--- src/rtl/irq_arb_pkg.sv ---
package irq_arb_pkg;

    localparam int NSRC    = 2;
    localparam int SRC_EXT = 0;
    localparam int SRC_TMR = 1;

    typedef struct packed {
        logic take;
        logic [NSRC-1:0] grant;
    } irq_pick_t;

    typedef struct packed {
        logic in_prog;
        logic tflag;
    } irq_ctx_t;

    function automatic logic [1:0] next_latch(input logic cur,
                                              input logic set_c,
                                              input logic clr_c,
                                              input logic clr_wins);
        logic nxt;
        if (clr_wins) nxt = clr_c ? 1'b0 : (set_c ? 1'b1 : cur);
        else          nxt = set_c ? 1'b1 : (clr_c ? 1'b0 : cur);
        return {1'b0, nxt};
    endfunction

endpackage

--- src/rtl/irq_src_slot.sv ---
module irq_src_slot
    import irq_arb_pkg::*;
(
    input  logic clk,
    input  logic rst,
    input  logic en_set,
    input  logic en_clr,
    input  logic req,
    input  logic granted,
    output logic pend_o,
    output logic en_o
);
    logic [1:0] en_nx;
    logic [1:0] pend_nx;

    always_comb begin
        en_nx   = next_latch(en_o, en_set, en_clr, 1'b1);
        pend_nx = next_latch(pend_o, req, granted, 1'b0);
    end

    always_ff @(posedge clk) begin
        if (rst) begin
            en_o   <= 1'b0;
            pend_o <= 1'b0;
        end else begin
            en_o   <= en_nx[0];
            pend_o <= pend_nx[0];
        end
    end
endmodule

--- src/rtl/irq_pick.sv ---
module irq_pick
    import irq_arb_pkg::*;
#(
    parameter int N = NSRC
) (
    input  logic [N-1:0] pend,
    input  logic [N-1:0] en,
    input  logic         in_prog,
    input  logic         boundary,
    output logic         take_o,
    output logic [N-1:0] grant_o
);
    logic found;

    always_comb begin
        found   = 1'b0;
        grant_o = '0;
        if (boundary && !in_prog) begin
            for (int i = 0; i < N; i++) begin
                if (!found && pend[i] && en[i]) begin
                    grant_o[i] = 1'b1;
                    found      = 1'b1;
                end
            end
        end
        take_o = found;
    end
endmodule

--- src/rtl/irq_ctx.sv ---
module irq_ctx
    import irq_arb_pkg::*;
(
    input  logic clk,
    input  logic rst,
    input  logic take,
    input  logic reti,
    input  logic ovf,
    input  logic test,
    input  logic bank,
    output logic in_prog_o,
    output logic tflag_o,
    output logic a11_o
);
    irq_ctx_t cur;
    irq_ctx_t nxt;
    logic [1:0] ip_nx;
    logic [1:0] tf_nx;

    always_comb begin
        ip_nx = next_latch(cur.in_prog, take, reti, 1'b0);
        tf_nx = next_latch(cur.tflag, ovf, test, 1'b0);
        nxt.in_prog = ip_nx[0];
        nxt.tflag   = tf_nx[0];
    end

    always_ff @(posedge clk) begin
        if (rst) cur <= '0;
        else     cur <= nxt;
    end

    assign in_prog_o = cur.in_prog;
    assign tflag_o   = cur.tflag;
    assign a11_o     = cur.in_prog ? 1'b0 : bank;
endmodule

--- src/rtl/dual_irq_arbiter.sv ---
module dual_irq_arbiter
    import irq_arb_pkg::*;
#(
    parameter int                ADDR_W  = 12,
    parameter logic [ADDR_W-1:0] EXT_VEC = 12'h003,
    parameter logic [ADDR_W-1:0] TMR_VEC = 12'h007
) (
    input  logic              clk,
    input  logic              rst,
    input  logic              ext_req_i,
    input  logic              tmr_ovf_i,
    input  logic              ext_en_set_i,
    input  logic              ext_en_clr_i,
    input  logic              tmr_en_set_i,
    input  logic              tmr_en_clr_i,
    input  logic              boundary_i,
    input  logic              reti_i,
    input  logic              tflag_test_i,
    input  logic              bank_i,
    output logic              take_o,
    output logic              push_o,
    output logic [ADDR_W-1:0] vector_o,
    output logic              ack_o,
    output logic              in_prog_o,
    output logic              tflag_o,
    output logic              a11_o
);
    logic [NSRC-1:0] req, ens, enc, pend, en, grant;
    logic [ADDR_W-1:0] vec_tab [NSRC];
    irq_pick_t pick;

    assign req[SRC_EXT] = ext_req_i;
    assign req[SRC_TMR] = tmr_ovf_i;
    assign ens[SRC_EXT] = ext_en_set_i;
    assign ens[SRC_TMR] = tmr_en_set_i;
    assign enc[SRC_EXT] = ext_en_clr_i;
    assign enc[SRC_TMR] = tmr_en_clr_i;
    assign vec_tab[SRC_EXT] = EXT_VEC;
    assign vec_tab[SRC_TMR] = TMR_VEC;

    for (genvar g = 0; g < NSRC; g++) begin : g_slot
        irq_src_slot u_slot (
            .clk     (clk),
            .rst     (rst),
            .en_set  (ens[g]),
            .en_clr  (enc[g]),
            .req     (req[g]),
            .granted (grant[g]),
            .pend_o  (pend[g]),
            .en_o    (en[g])
        );
    end

    irq_pick #(.N(NSRC)) u_pick (
        .pend     (pend),
        .en       (en),
        .in_prog  (in_prog_o),
        .boundary (boundary_i),
        .take_o   (pick.take),
        .grant_o  (pick.grant)
    );

    assign grant = pick.grant;

    irq_ctx u_ctx (
        .clk       (clk),
        .rst       (rst),
        .take      (pick.take),
        .reti      (reti_i),
        .ovf       (tmr_ovf_i),
        .test      (tflag_test_i),
        .bank      (bank_i),
        .in_prog_o (in_prog_o),
        .tflag_o   (tflag_o),
        .a11_o     (a11_o)
    );

    always_comb begin
        vector_o = '0;
        for (int i = 0; i < NSRC; i++)
            if (grant[i]) vector_o = vec_tab[i];
    end

    assign take_o = pick.take;
    assign push_o = pick.take;
    assign ack_o  = grant[SRC_EXT];
endmodule

--- config.mk ---
export PLATFORM = sky130hd
export DESIGN_NAME = dual_irq_arbiter
export DESIGN_NICKNAME = d
export VERILOG_FILES = /design/src/rtl/irq_arb_pkg.sv /design/src/rtl/irq_src_slot.sv /design/src/rtl/irq_pick.sv /design/src/rtl/irq_ctx.sv /design/src/rtl/dual_irq_arbiter.sv
export SDC_FILE = /design/constraint.sdc
export NUM_CORES = 1
export LEC_CHECK = 0
export ABC_AREA = 1
export BUFFER_PORTS_ARGS = -buffer_cell sky130_fd_sc_hd__buf_2
export CAP_MARGIN = 5
export CORE_AREA = 2 2 39 41
export DETAILED_ROUTE_END_ITERATION = 8
export DIE_AREA = 0 0 41 43
export HOLD_SLACK_MARGIN = 0.02
export PLACE_DENSITY = 0.64
export SYNTH_ARGS = -nofsm -noshare
export SYNTH_HDL_FRONTEND = slang
export SYNTH_SLANG_ARGS = --single-unit
export TNS_END_PERCENT = 100
--- constraint.sdc ---
create_clock -name clk -period 2.2 [get_ports clk]
set_input_delay 0.11 -clock clk [delete_from_list [all_inputs] [get_ports clk]]
set_output_delay 0.11 -clock clk [all_outputs]
set_load 0.02 [all_outputs]
==> results of run 1 <==
==> worst register-to-register path: cells and delay by family (launching register included) <==
kind	cells	cell delay, ps
flops	1	330
simple gates	3	320
compound gates	1	50
==> power breakdown <==
group / switching [mW] / internal [mW]
combinational: 0.0362 / 0.0184
sequential: 0.00411 / 0.115
clock: 0.0377 / 0.0616
total: 0.0780 / 0.195
==> cells by family (layout without fill, tap and decap cells) <==
kind of cell | after synthesis | count (layout) | synth area share
AO/OA/AOI/OAI | 5 | 5 | 0.09733
AND/OR/NAND/NOR | 17 | 17 | 0.2382
buffers and inverters | 21 | 33 | 0.3322
other | 1 | 9 | 0.01006
flip-flops | 6 | 6 | 0.3222
==> cell usage after synthesis (all sizes together) <==
cell and n:
inv 9, a21oi 5, dfxtp 6, nand2 6
nor3 2, nand3 2, conb 1, nor2 7
buf 12
==> area by class of cell <==
type                    count  area (µm²)
fillers                   159       918.4
multi-input cells          31       158.9
flip-flops and latches      6       120.1
repair buffers             21       110.1
inverters                   9       33.78
clock buffers               3       22.52
well taps                  16       20.02
==> routing by layer <==
layer | vias to the layer above | routed length, µm
li1 | 169 | -
met5 | - | 0
met2 | 20 | 286
met1 | 134 | 233
met3 | 0 | 81
met4 | 0 | 0
==> flip-flops by register name, indices dropped and copies added, names as in the netlist <==
name,cells
g_slot.u_slot.en_o,2
g_slot.u_slot.pend_o,2
u_ctx.in_prog_o,1
u_ctx.tflag_o,1
==> path summary, 6_finish.rpt <==
kind,to,cells past startpoint,from
min reg2reg,u_ctx.tflag_o,2,u_ctx.tflag_o
max,vector_o[0],4,u_ctx.in_prog_o
max reg2reg,g_slot[0].u_slot.pend_o,4,u_ctx.in_prog_o
min,g_slot[0].u_slot.en_o,2,ext_en_clr_i
==> key figures, run 1 <==
Outcome
  – Status: complete, no violations

GRT
  – Gr busiest metal: met2
  – Total congestion overflow: 0
  – Met3 Track Usage GR: 0.06283
  – First-pass GRT wire length: 1021 µm
  – Met1 GRT Util: 0.09150
  – M2 GR Usage: 0.1313
  – GRT Resource Usage Total: 0.08880
  – Vias in the first global route: 278
  – Largest net degree at the start of global routing: 7
  – Initial antenna violation count: 0

CTS
  – Root buffer cell: clkbuf_4
  – Reg clk slew, reported paths: 40 ps
  – CTS sink cnt: 6
  – CTS tree: done
  – H-tree Lvls: 1
  – Num CTS Buffers: 3
  – Hold buffers post-CTS: 1
  – Skew-Pair Late Insertion Delay: 240 ps
  – Clock Tree Buf Depth: 2
  – # resized after CTS: 0
  – Total setup buffers inserted after CTS: 0

Floorplanning
  – # IOs: 30
  – Row cnt: 14
  – Die Y: 43 µm
  – DIE AREA: 1763 µm²
  – Core area: 1384 µm²
  – Initial Utilization: 0.2694
  – Die W: 41 µm

Synth
  – Seq cells post-synth: 6
  – Synth warn: 0
  – Cell taking the most area after synthesis: dfxtp_1
  – Largest cells by area after synthesis: dfxtp_1 32%, buf_4 24%, inv_1 9.1%
  – Syn Std Cell Area: 372.9 µm²
  – Yosys cell types: 13
  – Syn Inst Count: 50
  – Yosys top cell area share: 0.3221
  – Seq/Total Area, Yosys: 0.3221
  – Post-Syn Area per Cell: 7.457 µm²

Critical path
  – Max Fanout on Critical Path: 4
  – WP data required: 2090 ps
  – Worst EP arrival: 1040 ps
  – Crit path buf inv count: 2
  – Setup crit end kind: output pin
  – Slowest CP cell: dfxtp_1
  – Startpoint Class: register
  – Worst-path cell chain: inv_1, nand2_2, a21oi_1, buf_2
  – Top cell family by delay on the critical path: flip-flops
  – Reg-to-reg setup timing slack: 1390 ps
  – WS Path Type: reg2out
  – Slowest Stage Delay on Critical Path: 330 ps

STA
  – Final setup fails: 0
  – Clk_skew: 2.160 ps
  – Final Hold Vio Count: 0
  – Period utilisation layout: 0.5248
  – RSZ-0062 raised after global routing: false
  – Hold slack: 30.33 ps
  – Fmax: 866.1 MHz
  – Final Max Slew Viols: 0
  – Crit path time final: 1155 ps
  – Worst setup margin: 1045 ps
  – Final setup TNS: 0 ps

Routing
  – DR DRC count: 0
  – First-iteration detailed-routing DRC count: 7
  – Via count: 323
  – WL final: 601 µm
  – Drt pass-1 iters: 2
  – Routed Antenna Nets: 0
  – Vias per inst: 3.756
  – Wire length per cell: 6.988 µm

Placed design
  – Placed Area: 432.9 µm²
  – IO Port Bufs: 20
  – Post-Place Cells: 82
  – RePlAce Congestion: 0.6849
  – DP Worst Slack: 1291 ps
  – Final HPWL DP: 537.7 µm

Power and ir drop
  – VDD IR max: 0.2661 mV
  – Power Dens Cells: 587.1 nW/µm²
  – Power after layout: 0.2733 mW
  – Pleak: 0.2843 nW

Min path
  – Worst min path class: in2reg

Final layout
  – Design area: 465.4 µm²
  – Most frequent cells in the layout: 20 x buf_2, 9 x inv_1, 9 x conb_1
  – Final Instance Count excl. Fillers: 86
  – Commonest non-fill, non-tap cell in the layout: buf_2
  – Final net count: 84
  – Share of cells above drive strength 1: 0.4429
  – Core Util, Final: 0.3363
  – N_diodes: 0
  – P&R area growth vs syn: 24.83%

Flow run
  – Max_cap viols: 0
(Power assumes the default switching activity.)
==> run 2, diff against run 1 <==
--- a/config.mk
+++ b/config.mk
@@ -5,7 +5,7 @@
 export SDC_FILE = /design/constraint.sdc
 export NUM_CORES = 1
 export LEC_CHECK = 0
-export ABC_AREA = 1
+export ABC_AREA = 0
 export BUFFER_PORTS_ARGS = -buffer_cell sky130_fd_sc_hd__buf_2
 export CAP_MARGIN = 5
 export CORE_AREA = 2 2 39 41
==> constraint.sdc (replaced) <==
create_clock -name clk -period 1.2 [get_ports clk]
set_input_delay 0.06 -clock clk [delete_from_list [all_inputs] [get_ports clk]]
set_output_delay 0.06 -clock clk [all_outputs]
set_load 0.02 [all_outputs]
==> run 2 against run 1 <==
  * Register-to-register slack worse by 1000 ps
  * Cell area increased by 9.1%
  * Core utilization up 3.1 points
  * Sequential cell count unchanged
  * Synthesized cell count fell by 16%
  * Sequential share of layout area down 1.4 points
  * First-iteration DRC count fell by 100%
  * Setup slack got worse by 960 ps
  * Non-clock buffer count rose by 3
  * Critical endpoint unchanged
  * Largest power group unchanged
==> key figures, run 2 <==
Outcome
  – Status: complete, no violations

Final layout
  – Fillers: 146 (-8.2%)
  – Register area: 123.9 µm² (+3.1%)
  – N_diodes: 0 (unchanged)
  – Commonest non-fill, non-tap cell in the layout: buf_2
  – P&R area growth vs syn: 34.88%
  – Share of cells above drive strength 1: 0.5077 (+0.06484)
  – Final Instance Count excl. Fillers: 81 (-5.8%)
  – Top Registers: g_slot.u_slot.en_o x2, g_slot.u_slot.pend_o x2
  – Multi-input gate area: 193.9 µm² (+22%)
  – Most frequent cells in the layout: 19 x buf_2, 9 x conb_1, 4 x nor2_1
  – Final net count: 79 (-6.0%)

Synth
  – Largest family of logic cells by synthesized area: simple AND/OR/NAND/NOR gates
  – Largest cells by area after synthesis: dfxtp_1 32%, buf_4 24%, nand2b_1 5.0%
  – Cell taking the most area after synthesis: dfxtp_1
  – Yosys cell types: 19 (+6)
  – Syn Inst Count: 42 (-16%)
  – Ys async rst share: 0 (unchanged)
  – Number of flops mapped to enable cells by yosys: 0 (unchanged)
  – Post-synthesis xor/xnor area fraction: 0 (unchanged)
  – Synth warn: 0 (unchanged)
  – Seq/Total Area, Yosys: 0.3189 (-0.003211)
  – Simple-gate share of the synthesized area: 0.2591 (+0.02088)
  – Seq cells post-synth: 6 (unchanged)
  – Compound-Gate Fraction of Synth Area: 0.1528 (+0.05551)
  – Post-Synth Adder-Cell Area: 0 (unchanged)
  – Yosys top cell area share: 0.3189 (-0.003211)
  – Multiplexer share of the synthesized area: 0 (unchanged)
  – Syn Std Cell Area: 376.6 µm² (+1.0%)
  – Post-Syn Area per Cell: 8.967 µm² (+20%)
  – Main flop type after synthesis: dfxtp_1
  – Post-synth top cells: 12 x buf_4, 6 x dfxtp_1, 4 x nor2_1, 3 x nand2b_1
  – Most common cell in the netlist: buf_4

STA
  – Final setup TNS: 0 ps (unchanged)
  – Crit path time final: 1115 ps
  – RSZ-0062 raised after global routing: false
  – Final Max Slew Viols: 0 (unchanged)
  – Final setup fails: 0 (unchanged)
  – Final Hold Vio Count: 0 (unchanged)
  – Fmax: 896.7 MHz
  – Period utilisation layout: 0.9294
  – Clk_skew: 3.103 ps (+0.9427 ps)
  – Worst setup margin: 84.77 ps (-960.7 ps)

Routing
  – Drt pass-1 iters: 1 (-1)
  – DR DRC count: 0 (unchanged)
  – Wire length per cell: 9.025 µm (+29%)
  – Routed Antenna Nets: 0 (unchanged)
  – WL final: 731 µm (+22%)
  – Via count: 332 (+2.8%)
  – First-iteration detailed-routing DRC count: 0 (-7)
  – Vias per inst: 4.099 (+9.1%)

Critical path
  – Slowest Stage Delay on Critical Path: 320 ps (about the same)
  – Slowest CP cell: dfxtp_1
  – Worst EP arrival: 1060 ps (+20 ps)
  – R2R Path End: g_slot[0].u_slot.pend_o
  – Startpoint Class: register
  – Setup crit end kind: output pin
  – Worst setup path start: g_slot[1].u_slot.pend_o
  – FF-to-FF Start: u_ctx.in_prog_o
  – WP data required: 1140 ps (-950 ps)
  – Critical Path End: vector_o[0]
  – Max Fanout on Critical Path: 3 (-1)
  – Worst-path cell chain: a22oi_2, nor2_1, buf_2
  – Reg-to-reg setup timing slack: 390 ps (-1000 ps)
  – WS Path Type: reg2out
  – Reg2Reg Depth: 2 (-2)

GRT
  – First-pass GRT wire length: 1076 µm (+5.4%)
  – Largest net degree at the start of global routing: 9 (+2)
  – Vias in the first global route: 265 (-4.7%)
  – Initial antenna violation count: 0 (unchanged)
  – Total congestion overflow: 0 (unchanged)
  – GRT Resource Usage Total: 0.1055 (+0.01673)

CTS
  – Skew-Pair Late Insertion Delay: 250 ps (about the same)
  – Root buffer cell: clkbuf_4
  – CTS tree: done
  – Clock Tree Buf Depth: 2 (unchanged)
  – Reg clk slew, reported paths: 50 ps (about the same)
  – CTS sink cnt: 6 (unchanged)
  – H-tree Lvls: 1 (unchanged)
  – Num CTS Buffers: 3 (unchanged)

Floorplanning
  – # IOs: 30 (unchanged)
  – Core area: 1384 µm² (unchanged)
  – DIE AREA: 1763 µm² (unchanged)
  – Die Y: 43 µm (unchanged)
  – Row cnt: 14 (unchanged)
  – Initial Utilization: 0.2722 (+0.002712)
  – Die W: 41 µm (unchanged)

Placed design
  – DP Worst Slack: 272.3 ps (-1018 ps)
  – Final HPWL DP: 551.2 µm (+2.5%)
  – RePlAce Congestion: 0.7772 (+13%)
  – IO Port Bufs: 20 (unchanged)
  – Post-Place Cells: 74 (-9.8%)

Min path
  – Worst min path class: in2reg

Flow run
  – Max_cap viols: 0 (unchanged)

Power and ir drop
  – Pleak: 0.2641 nW (-7.1%)
  – Power Dens Cells: 1053 nW/µm² (+79%)
  – VDD IR max: 0.4637 mV (+74%)
-- run 2: cell types whose count changed after synthesis, sizes merged, moves of 2 or more --
cell,before,now
nand3,2,0
nand2,6,1
a21oi,5,1
inv,9,2
nand2b,0,4
nor2,7,4
-- run 2: cell type report --
cell class,count,area share
clock buffer,3,0.04433
inverter,2,0.01478
multi-input combinational,30,0.3818
sequential,6,0.2438
tap,16,0.03941
timing repair buffer,24,0.2759
-- run 2: worst max-delay path: cells and delay by family (launching register included) --
kind                   cells  cell delay (ps)
flip-flops                 1              320
AO/OA/AOI/OAI              1              240
buffers and inverters      1              160
AND/OR/NAND/NOR            1               70
-- run 2: power by group --
| part | switching [mW] | leakage [nW] | internal, mW | total, mW |
|---|---|---|---|---|
| logic | 0.0672 | 0.200 | 0.0485 | 0.116 |
| registers | 0.0115 | 0.0507 | 0.214 | 0.225 |
| clock network | 0.0807 | 0.0138 | 0.114 | 0.194 |
| total | 0.159 | 0.264 | 0.376 | 0.535 |
-- run 2: worst min-delay path by stage --
| stage | start | to | slack [ps] | cells past startpoint |
|---|---|---|---|---|
| finish | ext_en_set_i | g_slot[0].u_slot.en_o | 60 | 3 |
| global route | ext_en_set_i | g_slot[0].u_slot.en_o | 70 | 3 |
| CTS | tmr_en_set_i | g_slot[1].u_slot.en_o | 60 | 3 |
| detailed placement | tmr_en_clr_i | g_slot[1].u_slot.en_o | 220 | 2 |
| global placement | ext_en_clr_i | g_slot[0].u_slot.en_o | 230 | 2 |
| floorplan | rst | u_ctx.tflag_o | 130 | 1 |
-- run 2: logic make-up after synthesis --
family | Yosys count
AO/OA/AOI/OAI | 6
buffers and inverters | 14
flip-flops | 6
other | 1
AND/OR/NAND/NOR | 15
-- run 2: routing by layer --
metal,vias to the layer above,global-route usage,share of wire
li1,167,-,-
met3,4,0.07853,0.097
met5,-,0,0
met1,145,0.1097,0.36
met4,0,0.1200,0.044
met2,16,0.1188,0.49
-- run 2: timing repair --
item / in CTS / in global routing
buffers inserted: 0 / 1
endpoints found under the hold margin: 3 / 0
pin swaps: 0 / 0
resized for setup: 1 / 4
endpoints found under the setup margin: 4 / 1
hold buffers: 3 / 0
-- run 2: through the flow --
| stage | hold WS (ps) | power (mW) | instance area [µm²] | utilization |
|---|---|---|---|---|
| global placement | 227.5 | 0.3292 | 436.7 | 0.3156 |
| detailed placement | 223.9 | 0.3304 | 436.7 | 0.3156 |
| global route | 67.91 | 0.5680 | 508.0 | 0.3671 |
| finish | 62.17 | 0.5351 | 508.0 | 0.3671 |
| CTS | 63.70 | 0.5392 | 494.2 | 0.3571 |
| floorplan | 129.1 | 0.3191 | 406.6 | - |
